[config.mk]
export PLATFORM = sky130hd
export DESIGN_NAME = cfg_port_bridge
export DESIGN_NICKNAME = d
export VERILOG_FILES = /design/src/rtl/cfg_port_bridge.sv
export SDC_FILE = /design/constraint.sdc
export NUM_CORES = 1
export LEC_CHECK = 0
export ABC_AREA = 1
export BUFFER_PORTS_ARGS = -buffer_cell sky130_fd_sc_hd__buf_2
export CORE_MARGIN = 3
export CORE_UTILIZATION = 47
export DETAILED_ROUTE_END_ITERATION = 8
export PLACE_DENSITY = 0.76
export SYNTH_ARGS = -nofsm -noshare
export SYNTH_HDL_FRONTEND = slang
export SYNTH_SLANG_ARGS = --single-unit
[constraint.sdc]
create_clock -name clk -period 1.7 [get_ports clk]
set_clock_uncertainty 0.2 [all_clocks]
set_input_delay 0 -clock clk [delete_from_list [all_inputs] [get_ports clk]]
set_output_delay 0 -clock clk [all_outputs]
set_load 0.01 [all_outputs]
[src/rtl/cfg_port_bridge.sv]
module cfg_port_bridge #(
  parameter logic [15:0] ADDR_PORT  = 16'h0CF8,
  parameter logic [15:0] DATA_PORT  = 16'h0CFC,
  parameter int          SETTLE_CYC = 3,
  parameter int          NUM_IDSEL  = 21,
  parameter bit          EXT_OFFSET = 1'b1
) (
  input  logic        clk,
  input  logic        rst_n,
  input  logic        io_req,
  input  logic        io_we,
  input  logic [15:0] io_addr,
  input  logic [1:0]  io_size,
  input  logic [31:0] io_wdata,
  output logic        io_done,
  output logic [31:0] io_rdata,
  output logic        cfg_req,
  output logic        cfg_strobe,
  output logic        cfg_we,
  output logic [31:0] cfg_ad,
  output logic [3:0]  cfg_be,
  output logic [3:0]  cfg_ext,
  output logic [31:0] cfg_wdata,
  input  logic        cfg_claim,
  input  logic [31:0] cfg_rdata
);

  localparam int CW = (SETTLE_CYC > 1) ? $clog2(SETTLE_CYC) : 1;
  localparam logic [CW-1:0] CNT_INIT = CW'((SETTLE_CYC > 0) ? SETTLE_CYC - 1 : 0);
  localparam logic [31:0] KEEP = 32'h80FF_FFFC | (EXT_OFFSET ? 32'h0F00_0000 : 32'h0);
  localparam logic [31:0] ONES = '1;

  typedef enum logic [1:0] {S_IDLE, S_SETUP, S_SAMPLE, S_DONE} st_t;

  st_t            st;
  logic [CW-1:0]  cnt;
  logic [31:0]    sel_q;
  logic [31:0]    rd_q;
  logic [3:0]     lane;
  logic [31:0]    sel_wr;
  logic [20:0]    idsel;
  logic           fwd_ok;

  wire       hit_a = io_addr[15:2] == ADDR_PORT[15:2];
  wire       hit_d = io_addr[15:2] == DATA_PORT[15:2];
  wire [4:0] dev   = sel_q[15:11];

  always_comb begin
    case (io_size)
      2'd0:    lane = 4'b0001 << io_addr[1:0];
      2'd1:    lane = io_addr[1] ? 4'b1100 : 4'b0011;
      default: lane = 4'b1111;
    endcase
  end

  for (genvar i = 0; i < 4; i++) begin : g_lane
    assign sel_wr[8*i +: 8] = (lane[i] ? io_wdata[8*i +: 8] : sel_q[8*i +: 8]) & KEEP[8*i +: 8];
  end

  assign fwd_ok = sel_q[31] && (sel_q[23:16] == 8'h00) && (int'(dev) < NUM_IDSEL);
  assign idsel  = 21'(1) << dev;

  always_ff @(posedge clk or negedge rst_n) begin
    if (!rst_n) begin
      st        <= S_IDLE;
      cnt       <= '0;
      sel_q     <= '0;
      rd_q      <= '0;
      cfg_we    <= 1'b0;
      cfg_ad    <= '0;
      cfg_be    <= '0;
      cfg_ext   <= '0;
      cfg_wdata <= '0;
    end else begin
      case (st)
        S_IDLE: if (io_req) begin
          if (hit_d && fwd_ok) begin
            cfg_we    <= io_we;
            cfg_ad    <= {idsel, sel_q[10:8], sel_q[7:2], 2'b00};
            cfg_be    <= lane;
            cfg_ext   <= EXT_OFFSET ? sel_q[27:24] : 4'h0;
            cfg_wdata <= io_wdata;
            cnt       <= CNT_INIT;
            st        <= (SETTLE_CYC > 0) ? S_SETUP : S_SAMPLE;
          end else begin
            if (hit_a && io_we) sel_q <= sel_wr;
            rd_q <= (hit_a && !io_we) ? sel_q : ONES;
            st   <= S_DONE;
          end
        end
        S_SETUP: begin
          if (cnt == '0) st <= S_SAMPLE;
          else           cnt <= cnt - 1'b1;
        end
        S_SAMPLE: begin
          rd_q <= cfg_claim ? cfg_rdata : ONES;
          st   <= S_DONE;
        end
        default: st <= S_IDLE;
      endcase
    end
  end

  assign cfg_req    = (st == S_SETUP) || (st == S_SAMPLE);
  assign cfg_strobe = st == S_SAMPLE;
  assign io_done    = st == S_DONE;
  assign io_rdata   = rd_q;

  AST_IDSEL_ONEHOT: assert property (@(posedge clk) disable iff (!rst_n) cfg_req |-> $countones(cfg_ad[31:11]) == 1);
  AST_AD_LOW_ZERO: assert property (@(posedge clk) disable iff (!rst_n) cfg_req |-> cfg_ad[1:0] == 2'b00);
  AST_AD_STABLE: assert property (@(posedge clk) disable iff (!rst_n) (cfg_req && $past(cfg_req)) |-> $stable(cfg_ad));
  AST_STROBE_IN_REQ: assert property (@(posedge clk) disable iff (!rst_n) cfg_strobe |-> cfg_req);
  AST_STROBE_THEN_DONE: assert property (@(posedge clk) disable iff (!rst_n) cfg_strobe |=> io_done);
  AST_FWD_ENABLED: assert property (@(posedge clk) disable iff (!rst_n) cfg_req |-> sel_q[31]);
  AST_FWD_LOCAL_BUS: assert property (@(posedge clk) disable iff (!rst_n) cfg_req |-> sel_q[23:16] == 8'h00);
  AST_DONE_PULSE: assert property (@(posedge clk) disable iff (!rst_n) io_done |=> !io_done);

endmodule

==> results.py, run 1 <==
metrics = {
    "cts": {
        "cts.htree.levels": 4,
        "cts_tree": "built",
        "clockRootBuffer": "clkbuf_16",
        "clock_latency_ps": 410,
        "cts_buffers": 17,
        "path_clk_slew_ps": 60,
        "clock-sinks": 134,
        "clock_path_buffers": 2,
    },
    "floorplan": {
        "rows": 43,
        "die_w_um": 125,
        "core_area_um2": 13900,
        "die_h_um": 125,
        "die-area_um2": 15700,
        "ioPinCount": 195,
        "start_util": 0.481,
    },
    "setup_path": {
        "path_cells": "inv_1 -> nand2_1 -> nor2_1 -> nand3_1 -> nor2_2 -> nand4_4 -> buf_12 -> clkbuf_16 -> nand2_1 -> nand2_1",
        "critPathCaptureType": "flip-flop",
        "critPathTopFamily": "simple AND/OR/NAND/NOR gates",
        "start_kind": "flip-flop",
        "critPathRequiredTime_ps": 1780,
        "regToRegEndpoint": "cfg_ad[7]",
        "slowest_stage": "dfrtp_1",
        "r2r_slack_ps": -210,
        "cpPeakStageDelay_ps": 390,
        "rr_worst_depth": 10,
        "cp_max_fo": 16,
        "crit_top_cell": "nand2_1",
        "arrival_ps": 1990,
        "cp_num_buf_inv": 3,
        "critical_path_class": "reg2reg",
        "r2r_start": "sel_q[20]",
    },
    "sta": {
        "timing.fmax_mhz": 523,
        "setup_viol": 134,
        "finalSetupTns_ps": -14420,
        "hold_viol": 0,
        "final_max_slew_viol_count": 0,
        "period_needed_ps": 1910,
        "min_period_over_period": 1.12,
        "layout_setup_ws_ps": -212,
        "rsz0062_at_grt": "yes",
    },
    "hold_path": {
        "hp-start": "io_addr[9]",
        "hp-class": "in2reg",
        "min_to": "sel_q[31]",
        "whs_path_depth": 8,
    },
    "cells_and_area": {
        "n_fill_cell": 948,
        "nets": 1208,
        "finish.instance_area_um2": 10300,
        "antenna_cells": 0,
        "syn2layout_area_growth_pct": 54.2,
        "finalNonFillerCells": 1309,
        "final_layout_size_suffix_gt1_frac": 0.383,
    },
    "grt": {
        "grtUsageTotal": 0.269,
        "grt_max_degree": 52,
        "antenna_found_initial": 0,
        "grt_pass1_vias": 6728,
        "grt_pass1_wl_um": 34400,
        "grt-ovfl-total": 0,
    },
    "power_and_ir_drop": {
        "vdd_drop_max_mv": 0.820,
        "powerDensity_nw_per_um2": 1350,
        "power_leakage_nw": 5.61,
    },
    "route": {
        "routedWlPerCell_um": 17.9,
        "wl_um": 23400,
        "drc": 0,
        "wl_met2_um": 11100,
        "vias_per_cell": 5.44,
        "wl_met1_um": 9740,
        "drt_iter0_drc": 680,
        "postRouteAntennaNets": 0,
        "routed.top_layer": "met4",
        "met3_length_um": 1860,
        "vias": 7116,
        "drt_first_pass_iters": 5,
    },
    "synth": {
        "synth_seq_cells": 134,
        "synth_area_um2": 6700,
        "ys.warnings.count": 0,
        "yosys.area.top_type": "dfrtp_1",
        "synthTopCellsByArea": "dfrtp_1 50%, nand2_1 18%, nand3_1 8.5%, buf_6 3.2%, nand4_1 2.8%",
        "synth_top_area_share": 0.500,
        "synth.avg_cell_area_um2": 8.28,
        "ys_types": 31,
        "synth_cells": 809,
        "synth_seq_area_share": 0.500,
    },
    "run_status": {
        "status": "finished with violations",
        "violations": "negative setup slack",
    },
    "placed_design": {
        "post-place-ws_ps": -80.3,
        "gp_congestion": 0.821,
        "dp_hpwl_um": 13400,
        "io_buffers": 192,
        "place_area_um2": 8100,
        "dp_cells": 1178,
    },
    "job": {
        "drv_cap": 0,
    },
}
-- per-layer routing --
layer | up-vias | global-route usage
li1 | 3266 | -
met1 | 3386 | 0.381
met2 | 392 | 0.422
met3 | 72 | 0.0491
met4 | 0 | 0.0874
met5 | - | 0
-- power by group --
group / total [mW] / switching (mW) / internal [mW]
Sequential: 4.10 / 0.416 / 3.69
Clock: 4.16 / 1.45 / 2.71
Combinational: 5.73 / 3.13 / 2.60
-- worst min-delay path, cell delays in order --
cell and delay, ps:
buf_2 110, nor2_1 50, nand3_1 80, nor2_2 60, nand3_4 130, nor2_4 60
nand4_1 60, nand2_1 50
-- through the flow --
stage / total power [mW] / hold slack (ps) / util
floorplan: 6.78 / -496 / -
global placement: 8.03 / -247 / 0.581
detailed placement: 8.13 / -250 / 0.581
CTS: 12.9 / 19.6 / 0.697
global route: 14.7 / 71.5 / 0.741
finish: 14.0 / 30.7 / 0.741
-- cells in the mapped netlist --
| library cell | n |
|---|---|
| a21oi_1 | 1 |
| buf_2 | 22 |
| buf_4 | 7 |
| buf_6 | 19 |
| clkbuf_1 | 6 |
| conb_1 | 1 |
| dfrtp_1 | 134 |
| ha_1 | 5 |
| inv_1 | 32 |
| inv_2 | 3 |
| nand2_1 | 327 |
| nand2_2 | 1 |
| nand2_4 | 2 |
| nand3_1 | 114 |
| nand3_2 | 4 |
| nand3_4 | 6 |
| nand3b_1 | 1 |
| nand4_1 | 30 |
| nand4_4 | 2 |
| nor2_1 | 35 |
| nor2_2 | 5 |
| nor2_4 | 3 |
| nor2_8 | 3 |
| nor3_1 | 2 |
| nor3_2 | 1 |
| nor4_1 | 3 |
| o21ai_0 | 10 |
| o21ai_2 | 1 |
| o22ai_1 | 27 |
| o31ai_1 | 1 |
| or2_2 | 1 |
-- final cells by class --
| type | instances | area (um^2) | area share |
|---|---|---|---|
| inverters | 35 | 139 | 0.0134 |
| well taps | 180 | 225 | 0.0218 |
| flip-flops and latches | 134 | 3350 | 0.325 |
| multi-input cells | 587 | 3260 | 0.315 |
| repair buffers | 341 | 2690 | 0.260 |
| clock inverters | 13 | 218 | 0.0211 |
| clock buffers | 19 | 453 | 0.0438 |
-- worst max-delay path by stage --
stage / from / end / slack, ps / depth (start not counted)
after global routing: sel_q[20] / cfg_ad[7] / -290 / 10
after global placement: st[1] / cnt[0] / -30 / 8
after CTS: sel_q[23] / sel_q[12] / -70 / 10
final: sel_q[20] / cfg_ad[7] / -210 / 10
after detailed placement: st[1] / io_rdata[11] / -80 / 8
after floorplan: st[1] / io_rdata[10] / 20 / 10
-- cell families (layout without fill, tap and decap cells) --
kind of cell / Yosys count / after routing / share of synthesized area
other: 1 / 2 / 0.000560
buffers and inverters: 89 / 408 / 0.0792
adders and majority gates: 5 / 5 / 0.00934
DFF: 134 / 134 / 0.500
and+or+nand+nor: 540 / 540 / 0.375
AOI/OAI and AO/OA: 40 / 40 / 0.0358
-- what timing repair did --
item                                   CTS  global route
pin swaps                                7            57
cloned                                   1             8
setup endpoints to repair              130           134
resized for setup                       16           119
buffers inserted                         8             4
endpoints found under the hold margin  233             0
hold buffers                            78             0
-- sequential cells by signal, indices dropped and copies added, names as in the netlist --
signal     count
cfg_wdata     32
cfg_ext        4
cfg_we         1
sel_q         27
io_rdata      32
cnt            2
cfg_be         4
cfg_ad        30
st             2
-- layout by cell type (no fill, tap or decap), types with 5 or more instances in the layout --
master	count
buf_12	18
buf_2	190
buf_4	39
buf_6	6
bufinv_16	5
clkbuf_16	24
dfrtp_1	133
dlygate4sd3_1	78
inv_1	27
inv_2	7
nand2_1	238
nand2_2	64
nand2_4	28
nand3_1	112
nand3_2	6
nand3_4	6
nand4_1	30
nor2_1	34
nor2_4	5
o21ai_0	10
o22ai_1	24
(Power assumes the default switching activity.)
==> run 2: changes to the inputs <==
--- a/config.mk
+++ b/config.mk
@@ -6,11 +6,11 @@
 export NUM_CORES = 1
 export LEC_CHECK = 0
 export ABC_AREA = 1
-export BUFFER_PORTS_ARGS = -buffer_cell sky130_fd_sc_hd__buf_2
 export CORE_MARGIN = 3
-export CORE_UTILIZATION = 47
+export CORE_UTILIZATION = 51
 export DETAILED_ROUTE_END_ITERATION = 8
-export PLACE_DENSITY = 0.76
+export DONT_BUFFER_PORTS = 1
+export PLACE_DENSITY = 0.69
 export SYNTH_ARGS = -nofsm -noshare
 export SYNTH_HDL_FRONTEND = slang
 export SYNTH_SLANG_ARGS = --single-unit
==> run 2 against run 1 <==
The run ends with negative hold slack, negative setup slack left. Largest cell class unchanged. Cell count fell by 16%. Utilization fell by 2.4 points. Hold slack got worse by 950 ps. Count of clock-buffer cells in the layout rose by 3.
==> results.py, run 2 (same netlist as run 1, synthesis figures left out) <==
metrics = {
    "run_status": {
        "status": "finished with violations",
        "violations": "negative hold slack, negative setup slack",
    },
    "grt": {
        "antenna_found_initial": 1,
        "grt_pass1_wl_um": 30500,
        "grt_max_degree": 135,
        "grt-ovfl-total": 0,
        "grtUsageTotal": 0.267,
        "grt_pass1_vias": 5966,
    },
    "cts": {
        "clock_path_buffers": 2,
        "clock-sinks": 134,
        "cts_tree": "built",
        "path_clk_slew_ps": 60,
        "cts_buffers": 17,
        "clock_latency_ps": 420,
        "cts.htree.levels": 4,
        "clockRootBuffer": "clkbuf_16",
    },
    "route": {
        "drt_iter0_drc": 665,
        "routedWlPerCell_um": 19.5,
        "drc": 0,
        "postRouteAntennaNets": 0,
        "vias_per_cell": 5.77,
        "vias": 6314,
        "wl_um": 21300,
        "drt_first_pass_iters": 5,
    },
    "setup_path": {
        "critical_path_class": "reg2reg",
        "cp_max_fo": 5,
        "arrival_ps": 1980,
        "critPathCaptureType": "flip-flop",
        "cpPeakStageDelay_ps": 430,
        "cp_num_buf_inv": 6,
        "slowest_stage": "dfrtp_1",
        "critPathRequiredTime_ps": 1850,
        "critPathTopFamily": "buffers and inverters",
        "path_cells": "inv_2 -> ha_4 -> buf_12 -> clkinv_8 -> buf_12 -> nor2_8 -> buf_12 -> clkbuf_16 -> nand3_2 -> nand2_1",
        "crit_top_cell": "buf_12",
        "start_kind": "flip-flop",
    },
    "sta": {
        "hold-worst-slack_ps": -922,
        "hold_viol": 268,
        "timing.fmax_mhz": 548,
        "slew_headroom": 0.587,
        "final_max_slew_viol_count": 0,
        "layout_setup_ws_ps": -125,
        "finalSetupTns_ps": -10350,
        "worst_pin_slew_ps": 612,
        "period_needed_ps": 1820,
        "min_period_over_period": 1.07,
        "rsz0062_at_grt": "yes",
        "setup_viol": 128,
    },
    "power_and_ir_drop": {
        "p_clk_frac": 0.254,
        "vdd_drop_max_mv": 0.883,
        "power_leakage_nw": 4.60,
        "power.share.sequential": 0.344,
        "powerDensity_nw_per_um2": 1400,
        "sw_frac_of_total": 0.376,
        "p_comb_frac": 0.403,
        "power.switching_mw": 4.81,
        "p_int_mw": 7.98,
        "finalPower_mw": 12.8,
    },
    "cells_and_area": {
        "multi_input_area_um2": 3350,
        "layout_commonest_cell": "nand2_1",
        "n_fill_cell": 942,
        "nets": 1005,
        "finalNonFillerCells": 1094,
        "syn2layout_area_growth_pct": 36.3,
        "final_layout_size_suffix_gt1_frac": 0.267,
        "layout_common_cells": "251 x nand2_1, 134 x dfrtp_1, 90 x nand3_1",
        "seq_area_um2": 3350,
    },
    "floorplan": {
        "die_h_um": 121,
        "die_w_um": 121,
        "start_util": 0.527,
        "core_area_um2": 12700,
        "ioPinCount": 195,
        "die-area_um2": 14600,
        "rows": 41,
    },
    "placed_design": {
        "gp_congestion": 0.891,
        "dp_hpwl_um": 12800,
        "io_buffers": 0,
        "dp_cells": 972,
        "post-place-ws_ps": -124,
    },
    "job": {
        "drv_cap": 0,
    },
    "hold_path": {
        "hp-class": "in2async",
    },
}
run 2: power by group through the flow:
stage	logic, mW	clock network (mW)	registers [mW]
floorplan	2.62	0	4.16
global placement	3.21	0	4.26
detailed placement	3.30	0	4.28
CTS	3.56	3.29	4.23
global route	5.57	3.44	4.44
finish	5.15	3.24	4.40
run 2: per-stage QoR:
step / util / cell area [um^2]
after CTS: 0.648 / 8240
final: 0.718 / 9130
after floorplan: - / 6760
after global placement: 0.552 / 7020
after global routing: 0.718 / 9130
after detailed placement: 0.552 / 7020
run 2: cell type report:
| cell class | count | area share |
|---|---|---|
| clock buffers | 22 | 0.0530 |
| clock inverters | 5 | 0.00301 |
| repair buffers | 138 | 0.170 |
| multi-input cells | 587 | 0.367 |
| flip-flops and latches | 134 | 0.367 |
| inverters | 35 | 0.0158 |
| well taps | 172 | 0.0236 |
| diodes | 1 | 0.000274 |
run 2: routing by layer:
metal	vias up	GRT usage	wire length, um	share of wire
met5	-	0	0	0
met4	0	0.117	534	0.025
met3	50	0.0758	1910	0.089
met2	374	0.425	10400	0.49
met1	3026	0.339	8530	0.40
li1	2864	-	-	-
run 2: what timing repair did:
action                                 CTS  global route
gates cloned                             0            10
endpoints found under the hold margin  268           268
buffers inserted                         4            14
setup endpoints to repair               93           133
hold buffers                            65             1
resized for setup                        9           149
pin swaps                                1            61
run 2: final timing paths:
check	from	to	slack [ps]	depth (start not counted)
min in group clk	io_req	cfg_wdata[24]	-490	2
min reg2reg	cnt[1]	cnt[1]	280	2
max in group asynchronous	rst_n	cfg_be[1]	2030	0
min	rst_n	cfg_ad[24]	-920	0
max reg2reg	st[1]	cfg_wdata[11]	-120	10
max	st[1]	cfg_wdata[11]	-120	10
run 2: worst reg2reg max path, delay by kind of cell, from the launching register on:
family / cells / cell delay [ps]
adder cells (fa/ha/maj): 1 / 150
flip-flops: 1 / 430
buffers and inverters: 6 / 730
AND/OR/NAND/NOR: 3 / 250
